### src/rtl/rx_retime_sel.sv
module rx_retime_sel #(
  parameter int LB_N = 12
) (
  input  logic            clk_rec,
  input  logic            rst_n,
  input  logic            pol_hi,
  input  logic            rise_sel,
  input  logic [LB_N-1:0] lb_ctl,
  input  logic            rt_data,
  input  logic            rt_flag,
  input  logic            sl_pos,
  input  logic            sl_neg,
  output logic            rx_d,
  output logic            rx_v
);

  logic       byp;
  logic [1:0] pos_q;
  logic [1:0] neg_q;
  logic [1:0] pick;

  assign byp = &lb_ctl;

  always_ff @(posedge clk_rec or negedge rst_n)
    if (!rst_n) pos_q <= 2'b00;
    else        pos_q <= {rt_flag, rt_data};

  always_ff @(negedge clk_rec or negedge rst_n)
    if (!rst_n) neg_q <= 2'b00;
    else        neg_q <= pos_q;

  assign pick = byp ? {sl_neg, sl_pos} : (rise_sel ? pos_q : neg_q);

  assign {rx_v, rx_d} = pol_hi ? pick : ~pick;


  p_rise_path_r2: assert property (@(posedge clk_rec) disable iff (!rst_n)
    (!byp && rise_sel && pol_hi) |=>
      (byp || !rise_sel || !pol_hi ||
       (rx_d == $past(rt_data) && rx_v == $past(rt_flag))))
    else $error("p_rise_path_r2");


  p_fall_path_r3: assert property (@(posedge clk_rec) disable iff (!rst_n)
    (!byp && !rise_sel && pol_hi) |=>
      (byp || rise_sel || !pol_hi ||
       (rx_d == $past(rt_data) && rx_v == $past(rt_flag))))
    else $error("p_fall_path_r3");

  p_invert_r4: assert property (@(posedge clk_rec) disable iff (!rst_n)
    (!byp && !pol_hi) |=>
      (byp || pol_hi ||
       (rx_d != $past(rt_data) && rx_v != $past(rt_flag))))
    else $error("p_invert_r4");

  p_bypass_r5: assert property (@(posedge clk_rec) disable iff (!rst_n)
    (byp && pol_hi) |-> (rx_d == sl_pos && rx_v == sl_neg))
    else $error("p_bypass_r5");

  p_bypass_inv_r8: assert property (@(posedge clk_rec) disable iff (!rst_n)
    (byp && !pol_hi) |-> (rx_d != sl_pos && rx_v != sl_neg))
    else $error("p_bypass_inv_r8");

endmodule

### config.mk
export PLATFORM = sky130hd
export DESIGN_NAME = rx_retime_sel
export DESIGN_NICKNAME = d
export VERILOG_FILES = /design/src/rtl/rx_retime_sel.sv
export SDC_FILE = /design/constraint.sdc
export NUM_CORES = 1
export LEC_CHECK = 0
export ABC_AREA = 0
export ABC_CLOCK_PERIOD_IN_PS = 1250
export BUFFER_PORTS_ARGS = -buffer_cell sky130_fd_sc_hd__buf_2
export CAP_MARGIN = 10
export CORE_AREA = 2 2 39 41
export CTS_CLUSTER_SIZE = 24
export DETAILED_ROUTE_END_ITERATION = 10
export DIE_AREA = 0 0 41 43
export GPL_TIMING_DRIVEN = 0
export REMOVE_ABC_BUFFERS = 1
export SLEW_MARGIN = 20
export SYNTH_ARGS = -nofsm -noshare
export SYNTH_HDL_FRONTEND = slang
export SYNTH_SLANG_ARGS = --single-unit
### constraint.sdc
create_clock -name clk_rec -period 1.25 [get_ports clk_rec]
set_input_delay 0.0625 -clock clk_rec [delete_from_list [all_inputs] [get_ports clk_rec]]
set_output_delay 0.0625 -clock clk_rec [all_outputs]
set_load 0.02 [all_outputs]
## After elaboration in Yosys (flattened, before gate mapping)

Cells that the tools add are included.

- Memory bits (writable): 0
- Memory bits (read-only): 0
- Output and inout bits: 2
- Register bits after elaboration: 4
- Memories kept: 0
- Word-level logic and storage cells: 7
- Bits in latches: 0
- Bits of input ports: 20

- $add $sub $neg: 0
- Shift operators: 0
- Equality and inequality tests: 0
- Reductions and logical operators: 1
- Multiplexer cells: 3
- Multipliers: 0
- Bitwise gates (word level): 1
- Divide/modulo/power cells: 0
- $lt $le $gt $ge: 0

Operators by type and width:

| operator | number |
|---|---|
| $reduce_and A12 Y1 | 1 |
| $mux W2 | 3 |
| $not A2 Y2 | 1 |

## Depth between registers and ports, before layout

Gate-level depths: netlist of the first run.

- Word-level depth: 4
- Depth in mapped cells: 3

==> tab_implementation.tex, run 1 <==
\begin{tabular}{lr}
\hline
Metric & Value \\
\hline
\multicolumn{2}{l}{\textbf{Status}} \\
Run status & complete, but fails checks \\
Violations in the final reports & negative setup slack \\
\multicolumn{2}{l}{\textbf{CTS}} \\
Clk sink count & 4 \\
Maximum buffer depth of the clock tree & 2 \\
Later-pin clock latency in the skew report & 0.24 ns \\
Clock transition time at the flip-flop clock pins of the worst setup and hold paths & 0.04 ns \\
Root Driver & sky130\_fd\_sc\_hd\_\_clkbuf\_4 \\
Clock buffers created by TritonCTS & 3 \\
Number of levels the H-tree was split into & 1 \\
Number of buffers inserted by post-CTS setup repair & 0 \\
CTS tree & done \\
\multicolumn{2}{l}{\textbf{Timing}} \\
Number of endpoints failing setup at the final stage & 2 \\
Number of pins with negative max-slew slack in the final report & 0 \\
Final worst slack & -0.781 ns \\
Final hold violation count & 0 \\
Worst-case headroom to the max-slew limit & 79.3\% \\
Worst-margin pin slew & 0.303 ns \\
Final-layout worst hold slack & 0.164 ns \\
RSZ-0062 raised after global routing & yes \\
Aggregate negative setup slack & -1.55 ns \\
Worst clock skew & 0.0141 ns \\
\multicolumn{2}{l}{\textbf{Detailed routing}} \\
Routed wire length & 647 um \\
Via Count & 315 \\
Post-route DRC violation count & 0 \\
Detailed-route vias per instance & 4.63 \\
Number of detailed-route iterations in the first pass & 4 \\
Number of nets still failing antenna checks after routing & 0 \\
1st-iter DRT viols & 4 \\
Routed wire per std cell & 9.51 um \\
\multicolumn{2}{l}{\textbf{Worst setup path}} \\
Critical path type & register to output pin \\
Buf+Inv Stages, Crit Path & 1 \\
Required arrival time at the worst endpoint & 1.19 ns \\
Critical path's top delay family & flip-flops \\
Cells along the critical path & mux2i\_2 > o311a\_1 > or3\_1 > buf\_6 \\
Worst reg2reg setup slack & 0.10 ns \\
Startpoint types & register \\
Delay of the slowest cell on the worst path & 0.39 ns \\
Cell type of the slowest stage on the worst timing path & sky130\_fd\_sc\_hd\_\_dfrtn\_1 \\
Crit path DAT & 1.97 ns \\
Critical-path maximum fanout & 2 \\
Endpoint class of the critical path & output pin \\
\multicolumn{2}{l}{\textbf{Global route}} \\
Antenna violations before repair & 0 \\
Global-route wire length before repair & 931 um \\
Largest net degree at the start of global routing & 6 \\
Global router's overall resource usage & 8.59\% \\
Remaining global-route overflow & 0 \\
Vias in the first global route & 251 \\
\multicolumn{2}{l}{\textbf{Final layout}} \\
Layout cells sized above 1 & 55.8\% \\
Commonest cells after routing, fill and taps aside & sky130\_fd\_sc\_hd\_\_buf\_2 (19), sky130\_fd\_sc\_hd\_\_clkbuf\_4 (3), sky130\_fd\_sc\_hd\_\_dlygate4sd3\_1 (3) \\
Synthesis-to-layout area growth & 69.5\% \\
Most common cell after layout, fill and taps aside & sky130\_fd\_sc\_hd\_\_buf\_2 \\
Nets@finish & 74 \\
Diodes inserted & 0 \\
\multicolumn{2}{l}{\textbf{Synthesis}} \\
Compound-gate portion of the synthesized area & 19.7\% \\
Synth Area in Simple Gates & 35.9\% \\
Combinational family with the most area after synthesis & simple AND/OR/NAND/NOR gates \\
Count of distinct cell types in the synthesized netlist & 16 \\
Synthesis-stage register bit count & 4 \\
Synth Instances & 25 \\
Count of yosys warnings during synthesis & 0 \\
Mux share of post-synthesis cell area & 7.17\% \\
Mean post-synth cell area & 11.2 sq um \\
Sequential fraction of the synthesis area & 35.9\% \\
Synthesized-area fraction occupied by adder cells & 0\% \\
Cell Area, Synth & 279 sq um \\
Xor and xnor fraction of the mapped netlist area & 0\% \\
\multicolumn{2}{l}{\textbf{Floorplanning}} \\
IO Pins & 22 \\
Row cnt & 14 \\
Core area & 1380 sq um \\
Die width & 41 um \\
Die ar. & 1760 sq um \\
Die Y-Extent & 43 um \\
Initial cell density of the core & 20.2\% \\
\multicolumn{2}{l}{\textbf{Run}} \\
Count of maximum capacitance violations & 0 \\
\multicolumn{2}{l}{\textbf{Pwr}} \\
Cell leakage power & 0.218 nW \\
Power density relative to cell area & 847 nW/um\^{}2 \\
Worst IR drop on VDD & 0.000429 V \\
\multicolumn{2}{l}{\textbf{Place}} \\
Buffers on Ports & 21 \\
Half-perimeter wire length after placement & 525 um \\
Placer's final routability congestion estimate & 0.652 \\
\multicolumn{2}{l}{\textbf{Hold path}} \\
Worst min-delay path class & input pin to asynchronous set/reset pin \\
\hline
\end{tabular}
## path summary, 6_finish.rpt
| path | start | endpoint | depth (start not counted) |
|---|---|---|---|
| setup / recovery | neg_q[0]$_DFF_NN0_ | rx_d | 4 |
| hold / removal | rst_n | pos_q[1]$_DFF_PN0_ | 2 |
| setup reg to reg | pos_q[0]$_DFF_PN0_ | neg_q[0]$_DFF_NN0_ | 0 |
| hold reg to reg | pos_q[1]$_DFF_PN0_ | neg_q[1]$_DFF_NN0_ | 0 |
| max in group asynchronous | rst_n | neg_q[0]$_DFF_NN0_ | 2 |
| min in group clk_rec | rt_flag | pos_q[1]$_DFF_PN0_ | 2 |
## power by group
part           total [W]  internal [W]  switching [W]
clock           0.000158      0.000107      0.0000505
combinational   0.000103     0.0000572      0.0000453
sequential      0.000140      0.000137     0.00000298
## synth_stat cells
library cell,instances,area (sq um)
sky130_fd_sc_hd__dfrtn_1,2,50.1
sky130_fd_sc_hd__mux2i_1,2,20.0
sky130_fd_sc_hd__nand4_1,1,6.26
sky130_fd_sc_hd__nand2_1,2,7.51
sky130_fd_sc_hd__nand4_2,1,12.5
sky130_fd_sc_hd__o311a_1,2,20.0
sky130_fd_sc_hd__or2_2,1,6.26
sky130_fd_sc_hd__inv_1,1,3.75
sky130_fd_sc_hd__nand4_4,1,21.3
sky130_fd_sc_hd__a2111oi_0,2,17.5
sky130_fd_sc_hd__or2_0,1,6.26
sky130_fd_sc_hd__dfrtp_1,2,50.1
sky130_fd_sc_hd__and4_1,2,17.5
sky130_fd_sc_hd__and4_2,1,10.0
sky130_fd_sc_hd__or3_1,2,12.5
sky130_fd_sc_hd__a311oi_1,2,17.5
## per-layer routing
| metal | GRT usage [%] | vias to the layer above | part of all wire (%) |
|---|---|---|---|
| li1 | - | 165 | - |
| met1 | 9.84 | 140 | 44 |
| met2 | 10.3 | 10 | 48 |
| met3 | 3.66 | 0 | 7.9 |
| met4 | 10.0 | 0 | 0 |
| met5 | 0 | - | 0 |
## flip-flops by register name, indices dropped and copies added, names as in the netlist
name and count:
neg_q 2, pos_q 2
## layout make-up
type	instances	area [sq um]
Clock buffer	3	22.5
Fill cell	141	911
Inverter	1	3.75
Multi-Input combinational cell	20	179
Sequential cell	4	100
Tap cell	16	20.0
Timing Repair Buffer	24	148
## stage by stage
step | setup WS [ns] | instance area, sq um | instances | total power, W | util [%]
final | -0.781 | 473 | 68 | 0.000401 | 34.2
after global routing | -0.843 | 473 | 68 | 0.000442 | 34.2
after CTS | -0.795 | 469 | 68 | 0.000410 | 33.9
after detailed placement | -0.533 | 404 | 62 | 0.000227 | 29.2
after global placement | -0.532 | 404 | 62 | 0.000225 | 29.2
after floorplan | -0.426 | 279 | 25 | 0.000176 | -
## what timing repair did
item,4_1_cts,5_1_grt
pin swaps,4,0
hold buffers,3,0
endpoints found under the setup margin,2,2
resized for setup,4,1
endpoints found under the hold margin,4,0
## logic make-up after synthesis
group / count (synthesis)
buffers and inverters: 1
flip-flops: 4
multiplexers: 2
AO/OA/AOI/OAI: 6
AND/OR/NAND/NOR: 12
(Power assumes the default switching activity.)
==> run 2: changes to the inputs <==
--- a/config.mk
+++ b/config.mk
@@ -14,6 +14,7 @@
 export DETAILED_ROUTE_END_ITERATION = 10
 export DIE_AREA = 0 0 41 43
 export GPL_TIMING_DRIVEN = 0
+export RECOVER_POWER = 25
 export REMOVE_ABC_BUFFERS = 1
 export SLEW_MARGIN = 20
 export SYNTH_ARGS = -nofsm -noshare
==> run 2 against run 1 <==
The run still ends with negative setup slack left. Critical path depth stayed put. Non-clock buffer count unchanged. Flip-flop and latch count stayed put. Routed wire length is 0.31% lower. Final cell count is the same.
==> tab_implementation.tex, run 2 (synthesis gave the netlist of run 1 again) <==
\begin{tabular}{lr}
\hline
Metric & Value \\
\hline
\multicolumn{2}{l}{\textbf{Final layout}} \\
Registers with the highest flip-flop counts & neg\_q (2), pos\_q (2) \\
Diodes inserted & 0 \\
Most common cell after layout, fill and taps aside & sky130\_fd\_sc\_hd\_\_buf\_2 \\
Post-route insts no fill & 68 \\
Layout cells sized above 1 & 53.8\% \\
Nets@finish & 74 \\
Commonest cells after routing, fill and taps aside & sky130\_fd\_sc\_hd\_\_buf\_2 (18), sky130\_fd\_sc\_hd\_\_clkbuf\_4 (3), sky130\_fd\_sc\_hd\_\_dlygate4sd3\_1 (3) \\
Synthesis-to-layout area growth & 69.1\% \\
\multicolumn{2}{l}{\textbf{Pwr}} \\
Cell leakage power & 0.215 nW \\
Sw power & 0.0000989 W \\
Switching Share & 24.7\% \\
Part of the total power dissipated in combinational logic & 25.5\% \\
Power density relative to cell area & 849 nW/um\^{}2 \\
Relative contribution of the clock network to total power & 39.4\% \\
Worst IR drop on VDD & 0.000427 V \\
Overall power of the completed layout & 0.000400 W \\
Cell-internal power & 0.000301 W \\
Part of the power in registers & 35.1\% \\
\multicolumn{2}{l}{\textbf{Worst setup path}} \\
Worst R2R End & neg\_q[0]\$\_DFF\_NN0\_ \\
Required arrival time at the worst endpoint & 1.19 ns \\
Startpoint types & register \\
Critical-path maximum fanout & 2 \\
Worst reg2reg startpoint & pos\_q[0]\$\_DFF\_PN0\_ \\
Critical path type & register to output pin \\
Endpoint class of the critical path & output pin \\
Register-to-Register Path Depth & 0 \\
Crit path DAT & 1.97 ns \\
Worst reg2reg setup slack & 0.10 ns \\
\multicolumn{2}{l}{\textbf{CTS}} \\
Maximum buffer depth of the clock tree & 2 \\
Number of buffers inserted by post-CTS setup repair & 0 \\
Clk sink count & 4 \\
Number of levels the H-tree was split into & 1 \\
Root Driver & sky130\_fd\_sc\_hd\_\_clkbuf\_4 \\
CTS tree & done \\
Clock buffers created by TritonCTS & 3 \\
Later-pin clock latency in the skew report & 0.24 ns \\
Clock transition time at the flip-flop clock pins of the worst setup and hold paths & 0.04 ns \\
\multicolumn{2}{l}{\textbf{Detailed routing}} \\
1st-iter DRT viols & 4 \\
Detailed-route vias per instance & 4.63 \\
Number of nets still failing antenna checks after routing & 0 \\
Routed wire length & 645 um \\
Routed wire per std cell & 9.49 um \\
Number of detailed-route iterations in the first pass & 4 \\
Post-route DRC violation count & 0 \\
Via Count & 315 \\
\multicolumn{2}{l}{\textbf{Global route}} \\
Remaining global-route overflow & 0 \\
Largest net degree at the start of global routing & 6 \\
Antenna violations before repair & 0 \\
Global router's overall resource usage & 8.59\% \\
Global-route wire length before repair & 931 um \\
Vias in the first global route & 251 \\
\multicolumn{2}{l}{\textbf{Place}} \\
Setup slack at placement & -0.533 ns \\
Placer's final routability congestion estimate & 0.652 \\
Placed cells & 62 \\
Buffers on Ports & 21 \\
Half-perimeter wire length after placement & 525 um \\
\multicolumn{2}{l}{\textbf{Floorplanning}} \\
Die width & 41 um \\
Core area & 1380 sq um \\
Initial cell density of the core & 20.2\% \\
Die ar. & 1760 sq um \\
IO Pins & 22 \\
Die Y-Extent & 43 um \\
Row cnt & 14 \\
\multicolumn{2}{l}{\textbf{Timing}} \\
Number of endpoints failing setup at the final stage & 2 \\
Aggregate negative setup slack & -1.55 ns \\
Worst clock skew & 0.0141 ns \\
RSZ-0062 raised after global routing & yes \\
Number of pins with negative max-slew slack in the final report & 0 \\
Final worst slack & -0.781 ns \\
Worst-case headroom to the max-slew limit & 79.3\% \\
Worst-margin pin slew & 0.303 ns \\
Final hold violation count & 0 \\
\multicolumn{2}{l}{\textbf{Status}} \\
Violations in the final reports & negative setup slack \\
Run status & complete, but fails checks \\
\multicolumn{2}{l}{\textbf{Hold path}} \\
Worst min-delay path class & input pin to asynchronous set/reset pin \\
\multicolumn{2}{l}{\textbf{Run}} \\
Count of maximum capacitance violations & 0 \\
\hline
\end{tabular}
run 2: power by group through the flow:
| stage | sequential (W) | combinational [W] | clock, W |
|---|---|---|---|
| global placement | 0.000141 | 0.0000841 | 0 |
| global route | 0.000141 | 0.000111 | 0.000190 |
| finish | 0.000140 | 0.000102 | 0.000158 |
| detailed placement | 0.000141 | 0.0000856 | 0 |
| floorplan | 0.000141 | 0.0000356 | 0 |
| CTS | 0.000140 | 0.000102 | 0.000168 |
run 2: worst max path at each step:
stage                       startpoint  slack (ns)    to  cells after the start
floorplan           neg_q[0]$_DFF_NN0_       -0.43  rx_d                      3
global placement    neg_q[0]$_DFF_NN0_       -0.53  rx_d                      4
detailed placement  neg_q[0]$_DFF_NN0_       -0.53  rx_d                      4
CTS                 neg_q[0]$_DFF_NN0_       -0.79  rx_d                      4
global route        neg_q[1]$_DFF_NN0_       -0.84  rx_v                      4
finish              neg_q[0]$_DFF_NN0_       -0.78  rx_d                      4
run 2: stage by stage:
stage	utilization (%)	hold slack, ns	instance area [sq um]
floorplan	-	-0.233	279
global placement	29.2	-0.133	404
detailed placement	29.2	-0.133	404
CTS	33.9	0.168	469
global route	34.1	0.183	472
finish	34.1	0.189	472
run 2: final cells by class:
type	instances	area (sq um)
Inverter	1	3.75
Multi-Input combinational cell	20	179
Timing Repair Buffer	24	146
Clock buffer	3	22.5
Sequential cell	4	100
Tap cell	16	20.0
Fill cell	141	912
run 2: layer usage:
layer  vias up  wire, um  GRT usage (%)
met4         0         0           10.0
met2        10       312           10.3
met3         0        51           3.66
met5         -         0              0
li1        166         -              -
met1       139       282           9.84
run 2: timing repair:
action	CTS	global route
pin swaps	4	0
endpoints found under the hold margin	4	0
resized for setup	4	1
gates cloned	0	0
endpoints found under the setup margin	2	2
hold buffers	3	0
run 2: worst max-delay path: stages (launching register included):
cell	delay (ns)
sky130_fd_sc_hd__dfrtn_1	0.39
sky130_fd_sc_hd__mux2i_2	0.08
sky130_fd_sc_hd__o311a_1	0.11
sky130_fd_sc_hd__or3_1	0.38
sky130_fd_sc_hd__buf_6	0.14
